--- config.mk ---
export PLATFORM = sky130hd
export DESIGN_NAME = sys_timer64
export DESIGN_NICKNAME = d
export VERILOG_FILES = /design/src/rtl/tmr64_pkg.sv /design/src/rtl/tmr_prescaler.sv /design/src/rtl/tmr_cmp_bank.sv /design/src/rtl/tmr_wdog.sv /design/src/rtl/sys_timer64.sv
export SDC_FILE = /design/constraint.sdc
export NUM_CORES = 1
export LEC_CHECK = 0
export BUFFER_PORTS_ARGS = -buffer_cell sky130_fd_sc_hd__buf_2
export CAP_MARGIN = 0
export CORE_ASPECT_RATIO = 0.8
export CORE_UTILIZATION = 30
export CTS_CLUSTER_SIZE = 12
export DETAILED_ROUTE_END_ITERATION = 8
export REMOVE_ABC_BUFFERS = 1
export SLEW_MARGIN = 0
export SYNTH_ARGS = -nofsm -noshare
export SYNTH_HDL_FRONTEND = slang
export SYNTH_HIERARCHICAL = 1
export SYNTH_SLANG_ARGS = --single-unit
--- constraint.sdc ---
create_clock -name clk -period 4.1 [get_ports clk]
set_input_delay 0 -clock clk [delete_from_list [all_inputs] [get_ports clk]]
set_output_delay 0 -clock clk [all_outputs]
set_load 0.05 [all_outputs]
--- src/rtl/tmr64_pkg.sv ---
package tmr64_pkg;
    localparam int NCH   = 6;
    localparam int WD_CH = NCH - 1;
    localparam int AW    = 4;

    localparam logic [AW-1:0] IDX_CNT_LO  = 4'd0;
    localparam logic [AW-1:0] IDX_CNT_HI  = 4'd1;
    localparam int            IDX_CMP0    = 2;
    localparam logic [AW-1:0] IDX_STATUS  = 4'd8;
    localparam logic [AW-1:0] IDX_INTEN   = 4'd9;
    localparam logic [AW-1:0] IDX_WDEN    = 4'd10;
    localparam logic [AW-1:0] IDX_DIV     = 4'd11;
    localparam logic [AW-1:0] IDX_CAPTURE = 4'd12;
    localparam logic [AW-1:0] IDX_SNAP_LO = 4'd13;
    localparam logic [AW-1:0] IDX_SNAP_HI = 4'd14;

    typedef enum logic { PH_LOW, PH_HIGH }   ps_phase_e;
    typedef enum logic { WD_ARMED, WD_BITE } wd_state_e;
endpackage

--- src/rtl/tmr_prescaler.sv ---
module tmr_prescaler
    import tmr64_pkg::*;
#(
    parameter int DW = 32
) (
    input  logic          clk,
    input  logic          rst_n,
    input  logic [DW-1:0] div,
    input  logic          restart,
    output logic          tick
);
    localparam logic [DW-1:0] ONE = 1;

    ps_phase_e     ph_q, ph_d;
    logic [DW-1:0] pcnt_q, pcnt_d;
    logic          at_end;

    // next-state: each phase lasts div+1 clocks
    always_comb begin
        at_end = (pcnt_q == div);
        ph_d   = ph_q;
        pcnt_d = pcnt_q + ONE;
        if (restart) begin
            ph_d   = PH_LOW;
            pcnt_d = '0;
        end else begin
            unique case (ph_q)
                PH_LOW: begin
                    if (at_end) begin
                        ph_d   = PH_HIGH;
                        pcnt_d = '0;
                    end
                end
                PH_HIGH: begin
                    if (at_end) begin
                        ph_d   = PH_LOW;
                        pcnt_d = '0;
                    end
                end
                default: begin
                    ph_d   = PH_LOW;
                    pcnt_d = '0;
                end
            endcase
        end
    end

    always_ff @(posedge clk or negedge rst_n) begin
        if (!rst_n) begin
            ph_q   <= PH_LOW;
            pcnt_q <= '0;
        end else begin
            ph_q   <= ph_d;
            pcnt_q <= pcnt_d;
        end
    end

    // output: tick on leaving PH_HIGH
    always_comb begin
        tick = (ph_q == PH_HIGH) && at_end;
    end

    // phase counter never runs past the divider
    a_r3_pcnt_bound: assert property (@(posedge clk) disable iff (!rst_n)
        pcnt_q <= div);

    // a restart always lands in PH_LOW at count zero
    a_r3_restart_low: assert property (@(posedge clk) disable iff (!rst_n)
        restart |=> (ph_q == PH_LOW && pcnt_q == '0));
endmodule

--- src/rtl/tmr_cmp_bank.sv ---
module tmr_cmp_bank #(
    parameter int DW  = 32,
    parameter int NCH = 6
) (
    input  logic                     clk,
    input  logic                     rst_n,
    input  logic [DW-1:0]            lo_next,
    input  logic                     step,
    input  logic [NCH-1:0]           cmp_we,
    input  logic [DW-1:0]            wr_data,
    input  logic                     clr_we,
    output logic [NCH-1:0][DW-1:0]   cmp_q,
    output logic [NCH-1:0]           status_q,
    output logic [NCH-1:0]           match
);
    logic [NCH-1:0] clr_mask;

    always_comb begin
        clr_mask = clr_we ? wr_data[NCH-1:0] : '0;
        for (int ch = 0; ch < NCH; ch++) begin
            match[ch] = step && (lo_next == cmp_q[ch]);
        end
    end

    always_ff @(posedge clk or negedge rst_n) begin
        if (!rst_n) begin
            for (int ch = 0; ch < NCH; ch++) cmp_q[ch] <= '1;
            status_q <= '0;
        end else begin
            for (int ch = 0; ch < NCH; ch++) begin
                if (cmp_we[ch]) cmp_q[ch] <= wr_data;
            end
            status_q <= (status_q & ~clr_mask) | match;
        end
    end

    // a match wins over a same-cycle clear
    a_r7_match_wins: assert property (@(posedge clk) disable iff (!rst_n)
        (|match) |=> ((status_q & $past(match)) == $past(match)));

    // clearing without a match empties the written bits
    a_r7_w1c: assert property (@(posedge clk) disable iff (!rst_n)
        (clr_we && match == '0) |=> ((status_q & $past(clr_mask)) == '0));

    // no new status bit appears without a counter step
    a_r6_only_on_step: assert property (@(posedge clk) disable iff (!rst_n)
        !step |=> ((status_q & ~$past(status_q)) == '0));
endmodule

--- src/rtl/tmr_wdog.sv ---
module tmr_wdog
    import tmr64_pkg::*;
(
    input  logic clk,
    input  logic rst_n,
    input  logic bite_req,
    input  logic arm_en,
    output logic wdog_rst
);
    wd_state_e st_q, st_d;

    always_comb begin
        st_d = st_q;
        unique case (st_q)
            WD_ARMED: if (bite_req && arm_en) st_d = WD_BITE;   // BITE
            WD_BITE:  if (!arm_en)            st_d = WD_ARMED;  // RELEASE
            default:                          st_d = WD_ARMED;
        endcase
    end

    always_ff @(posedge clk or negedge rst_n) begin
        if (!rst_n) st_q <= WD_ARMED;
        else        st_q <= st_d;
    end

    always_comb begin
        wdog_rst = (st_q == WD_BITE);
    end

    // an enabled channel-5 match raises the reset request
    a_r9_bite: assert property (@(posedge clk) disable iff (!rst_n)
        (bite_req && arm_en) |=> wdog_rst);

    // request held while still enabled
    a_r9_hold: assert property (@(posedge clk) disable iff (!rst_n)
        (wdog_rst && arm_en) |=> wdog_rst);

    // request drops once the enable is clear
    a_r9_release: assert property (@(posedge clk) disable iff (!rst_n)
        (wdog_rst && !arm_en) |=> !wdog_rst);

    // disabled watchdog never starts a request
    a_r10_quiet: assert property (@(posedge clk) disable iff (!rst_n)
        (!arm_en && !wdog_rst) |=> !wdog_rst);
endmodule

--- src/rtl/sys_timer64.sv ---
module sys_timer64
    import tmr64_pkg::*;
#(
    parameter int DW = 32
) (
    input  logic              clk,
    input  logic              rst_n,
    input  logic [AW-1:0]     addr,
    input  logic              wr_en,
    input  logic [DW-1:0]     wr_data,
    output logic [DW-1:0]     rd_data,
    output logic [NCH-1:0]    irq,
    output logic              wdog_rst
);
    localparam int            CW   = 2 * DW;
    localparam logic [CW-1:0] CONE = 1;
    localparam logic [DW-1:0] LONE = 1;

    logic [CW-1:0]          count_q, snap_q;
    logic [NCH-1:0]         inten_q;
    logic                   wden_q;
    logic [DW-1:0]          div_q;

    logic                   hit_lo, hit_hi, hit_status, hit_inten;
    logic                   hit_wden, hit_div, hit_cap;
    logic [NCH-1:0]         cmp_we;
    logic                   cnt_wr, tick, step;
    logic [DW-1:0]          lo_next;
    logic [NCH-1:0][DW-1:0] cmp_q;
    logic [NCH-1:0]         status_q, match;

    // write decode
    always_comb begin
        hit_lo     = wr_en && (addr == IDX_CNT_LO);
        hit_hi     = wr_en && (addr == IDX_CNT_HI);
        hit_status = wr_en && (addr == IDX_STATUS);
        hit_inten  = wr_en && (addr == IDX_INTEN);
        hit_wden   = wr_en && (addr == IDX_WDEN);
        hit_div    = wr_en && (addr == IDX_DIV);
        hit_cap    = wr_en && (addr == IDX_CAPTURE);
        for (int ch = 0; ch < NCH; ch++) begin
            cmp_we[ch] = wr_en && (addr == AW'(IDX_CMP0 + ch));
        end
        cnt_wr  = hit_lo || hit_hi;
        step    = tick && !cnt_wr;
        lo_next = count_q[DW-1:0] + LONE;
    end

    tmr_prescaler #(.DW(DW)) u_pre (
        .clk     (clk),
        .rst_n   (rst_n),
        .div     (div_q),
        .restart (hit_div),
        .tick    (tick)
    );

    tmr_cmp_bank #(.DW(DW), .NCH(NCH)) u_cmp (
        .clk      (clk),
        .rst_n    (rst_n),
        .lo_next  (lo_next),
        .step     (step),
        .cmp_we   (cmp_we),
        .wr_data  (wr_data),
        .clr_we   (hit_status),
        .cmp_q    (cmp_q),
        .status_q (status_q),
        .match    (match)
    );

    tmr_wdog u_wd (
        .clk      (clk),
        .rst_n    (rst_n),
        .bite_req (match[WD_CH]),
        .arm_en   (wden_q),
        .wdog_rst (wdog_rst)
    );

    // counter, snapshot and control registers
    always_ff @(posedge clk or negedge rst_n) begin
        if (!rst_n) begin
            count_q <= '0;
            snap_q  <= '0;
            inten_q <= '0;
            wden_q  <= 1'b0;
            div_q   <= '0;
        end else begin
            if (cnt_wr) begin
                if (hit_lo) count_q[DW-1:0]  <= wr_data;
                if (hit_hi) count_q[CW-1:DW] <= wr_data;
            end else if (tick) begin
                count_q <= count_q + CONE;
            end
            if (hit_cap && wr_data[0]) snap_q  <= count_q;
            if (hit_inten)             inten_q <= wr_data[NCH-1:0];
            if (hit_wden)              wden_q  <= wr_data[0];
            if (hit_div)               div_q   <= wr_data;
        end
    end

    // read mux
    always_comb begin
        rd_data = '0;
        for (int ch = 0; ch < NCH; ch++) begin
            if (addr == AW'(IDX_CMP0 + ch)) rd_data = cmp_q[ch];
        end
        case (addr)
            IDX_CNT_LO:  rd_data = count_q[DW-1:0];
            IDX_CNT_HI:  rd_data = count_q[CW-1:DW];
            IDX_STATUS:  rd_data = DW'(status_q);
            IDX_INTEN:   rd_data = DW'(inten_q);
            IDX_WDEN:    rd_data = DW'(wden_q);
            IDX_DIV:     rd_data = div_q;
            IDX_SNAP_LO: rd_data = snap_q[DW-1:0];
            IDX_SNAP_HI: rd_data = snap_q[CW-1:DW];
            default:     ;
        endcase
    end

    always_comb begin
        irq = status_q & inten_q;
    end

    // a tick without a load advances the count by one
    a_r4_count_step: assert property (@(posedge clk) disable iff (!rst_n)
        (tick && !cnt_wr) |=> (count_q == $past(count_q) + CONE));

    // no tick and no load keeps the count
    a_r4_count_hold: assert property (@(posedge clk) disable iff (!rst_n)
        (!tick && !cnt_wr) |=> $stable(count_q));

    // capture copies the pre-edge count
    a_r5_capture: assert property (@(posedge clk) disable iff (!rst_n)
        (hit_cap && wr_data[0]) |=> (snap_q == $past(count_q)));

    // snapshot holds without a capture command
    a_r5_snap_hold: assert property (@(posedge clk) disable iff (!rst_n)
        !(hit_cap && wr_data[0]) |=> $stable(snap_q));
endmodule

==> impl_metrics.py <==
metrics = {
    "run_status": {
        "outcome": "finished, violations left",
        "violations": "design-rule violations",
    },
    "floorplanning": {
        "num_rows": 91,
        "start_util": 0.3031,
        "die-width_um": 313.8,
        "coreArea_um2": 76970,
        "dieArea_um2": 78880,
        "fp.dieH_um": 251.4,
        "num_io_pins": 78,
    },
    "timing": {
        "period_share": 0.9910,
        "relSlewSlack": 0.3019,
        "rsz0062_at_grt": "no",
        "setup_viol": 0,
        "skew_ns": 0.01786,
        "timing.hold.ws_ns": 0.1013,
        "hold_viol": 0,
        "tightestPinTransition_ns": 1.047,
        "finalSetupTns_ns": 0,
        "period_minus_slack_ns": 4.063,
        "slew_viol_final": 0,
        "worst_slack_ns": 0.03707,
        "fmax_mhz": 246.1,
    },
    "global_route": {
        "grt_pass1_wl_um": 150700,
        "grt_pass1_vias": 18790,
        "antenna_found_initial": 7,
        "grt_start_max_net_pins": 161,
        "grt_usage": 0.2669,
        "gr-total-overflow": 0,
    },
    "placed_design": {
        "dp_slack_ns": 0.06557,
        "port_buffers": 77,
        "gp_congestion": 1.089,
        "dpl.hpwl_um": 79170,
    },
    "routing": {
        "antenna_left": 0,
        "drc": 4,
        "routedWlPerCell_um": 32.59,
        "viasPerCell": 6.087,
        "via_count": 19940,
        "drtPass1Iterations": 9,
        "dr.first_iter.drc_count": 2894,
        "drt-total-wl_um": 106800,
    },
    "setup_path": {
        "worstPathRequired_ns": 4.61,
        "max_stage_delay_ns": 0.74,
        "path_buf_inv": 1,
        "cp.arrival_ns": 4.57,
        "worst_path_most_repeated_cell": "xor2_1",
        "path_class": "register to register",
        "cp_max_fo": 9,
        "end_kind": "register",
        "startpoint": "count_q[0]",
        "crit_slowest_cell": "nor3_1",
        "path_cells": "ha_1, nand4_4, nor3_1, and4_1, xor2_1, buf_4, xor2_1, nor4_1, nand4_1, o31ai_1",
        "critPathTopFamily": "simple AND/OR/NAND/NOR gates",
        "rr_startpoint": "count_q[0]",
        "start_kind": "register",
    },
    "clock_network": {
        "clock_latency_ns": 0.60,
        "clock_path_buffers": 3,
        "cts_buffers": 45,
        "cts_tree": "built",
        "ctsRootBufferMaster": "clkbuf_16",
        "cts_max_level": 2,
        "clkTransAtPathRegs_ns": 0.07,
        "cts_sinks": 399,
    },
    "final_layout": {
        "ff_latch_area_um2": 10220,
        "drive_gt1_frac": 0.3558,
        "final_cell_mix": "mux2_2 (293), dfrtp_1 (207), dfstp_2 (192)",
        "area_growth_pct": 15.66,
        "fill_cells": 7791,
        "final_common_cell": "mux2_2",
        "utilization": 0.3505,
        "multi_input_area_um2": 12210,
        "finalNetCount": 2256,
    },
    "power_and_ir_drop": {
        "leakagePower_uw": 0.01075,
        "power_uw": 14100,
        "peakVddDrop_uv": 282.3,
        "power_density_nw_per_um2": 522.7,
    },
    "worst_hold_path": {
        "hp-class": "input pin to register",
        "holdCritStartpoint": "wr_en",
    },
    "run": {
        "maxCapViolations": 0,
    },
    "yosys": {
        "syn_inst": 2138,
        "syn_avg_cell_area_um2": 10.91,
        "yosysWarnings": 6,
        "syn_area_um2": 23330,
    },
}
## metal layers
metal | vias up | track usage | share of wire
li1 | 8138 | - | -
met1 | 10370 | 0.4021 | 0.45
met2 | 1260 | 0.3714 | 0.41
met3 | 168 | 0.06461 | 0.12
met4 | 6 | 0.07666 | 0.029
met5 | - | 0 | 0.00038
## state kept, by name, summed over array words and instances (netlist names)
name / flops
count_q: 64
div_q: 32
inten_q: 6
snap_q: 64
u_cmp/cmp_q: 192
u_cmp/status_q: 6
u_pre/pcnt_q: 32
u_pre/ph_q: 1
u_wd/wdog_rst: 1
wden_q: 1
## layout make-up
cell class                 instances  share of cell area
timing repair buffer             224             0.06149
multi-input combinational       1527              0.4525
clock inverter                    15            0.007791
clock buffer                      69             0.04925
tap                             1023             0.04744
inverter                          17            0.002365
antenna                            2           0.0001855
sequential                       399              0.3790
## worst paths after layout
kind	slack [ns]	endpoint	depth (start not counted)
worst min register to register	0.50	snap_q[8]	1
worst min-delay path	0.10	wden_q	4
worst max register to register	0.04	u_cmp/status_q[0]	10
max in group asynchronous	2.77	snap_q[28]	3
worst max-delay path	0.04	u_cmp/status_q[0]	10
min in group asynchronous	0.17	u_cmp/cmp_q[123]	2
## power breakdown
part / leakage [µW] / switching [µW] / internal [µW]
clock network: 0.000757 / 1790 / 2550
registers: 0.00470 / 1070 / 5020
logic: 0.00529 / 2300 / 1380
total: 0.0107 / 5150 / 8950
## repair_timing
item                                   4_1_cts  5_1_grt
hold buffers                                34        0
setup endpoints to repair                    0        4
endpoints found under the hold margin      431        0
resized for setup                            0        4
buffers inserted                             0        0
## tightest hold or removal path, stage by stage
cell and delay (ns):
buf_2 0.19, nand2_1 0.19, nor2_1 0.07, mux2_2 0.22
## metrics by stage
step	area [µm²]	std cells
after floorplan	22380	1943
after global placement	25070	3156
after detailed placement	25070	3156
after CTS	26950	3274
after global routing	26980	3274
final	26980	3276
(Power assumes the default switching activity.)
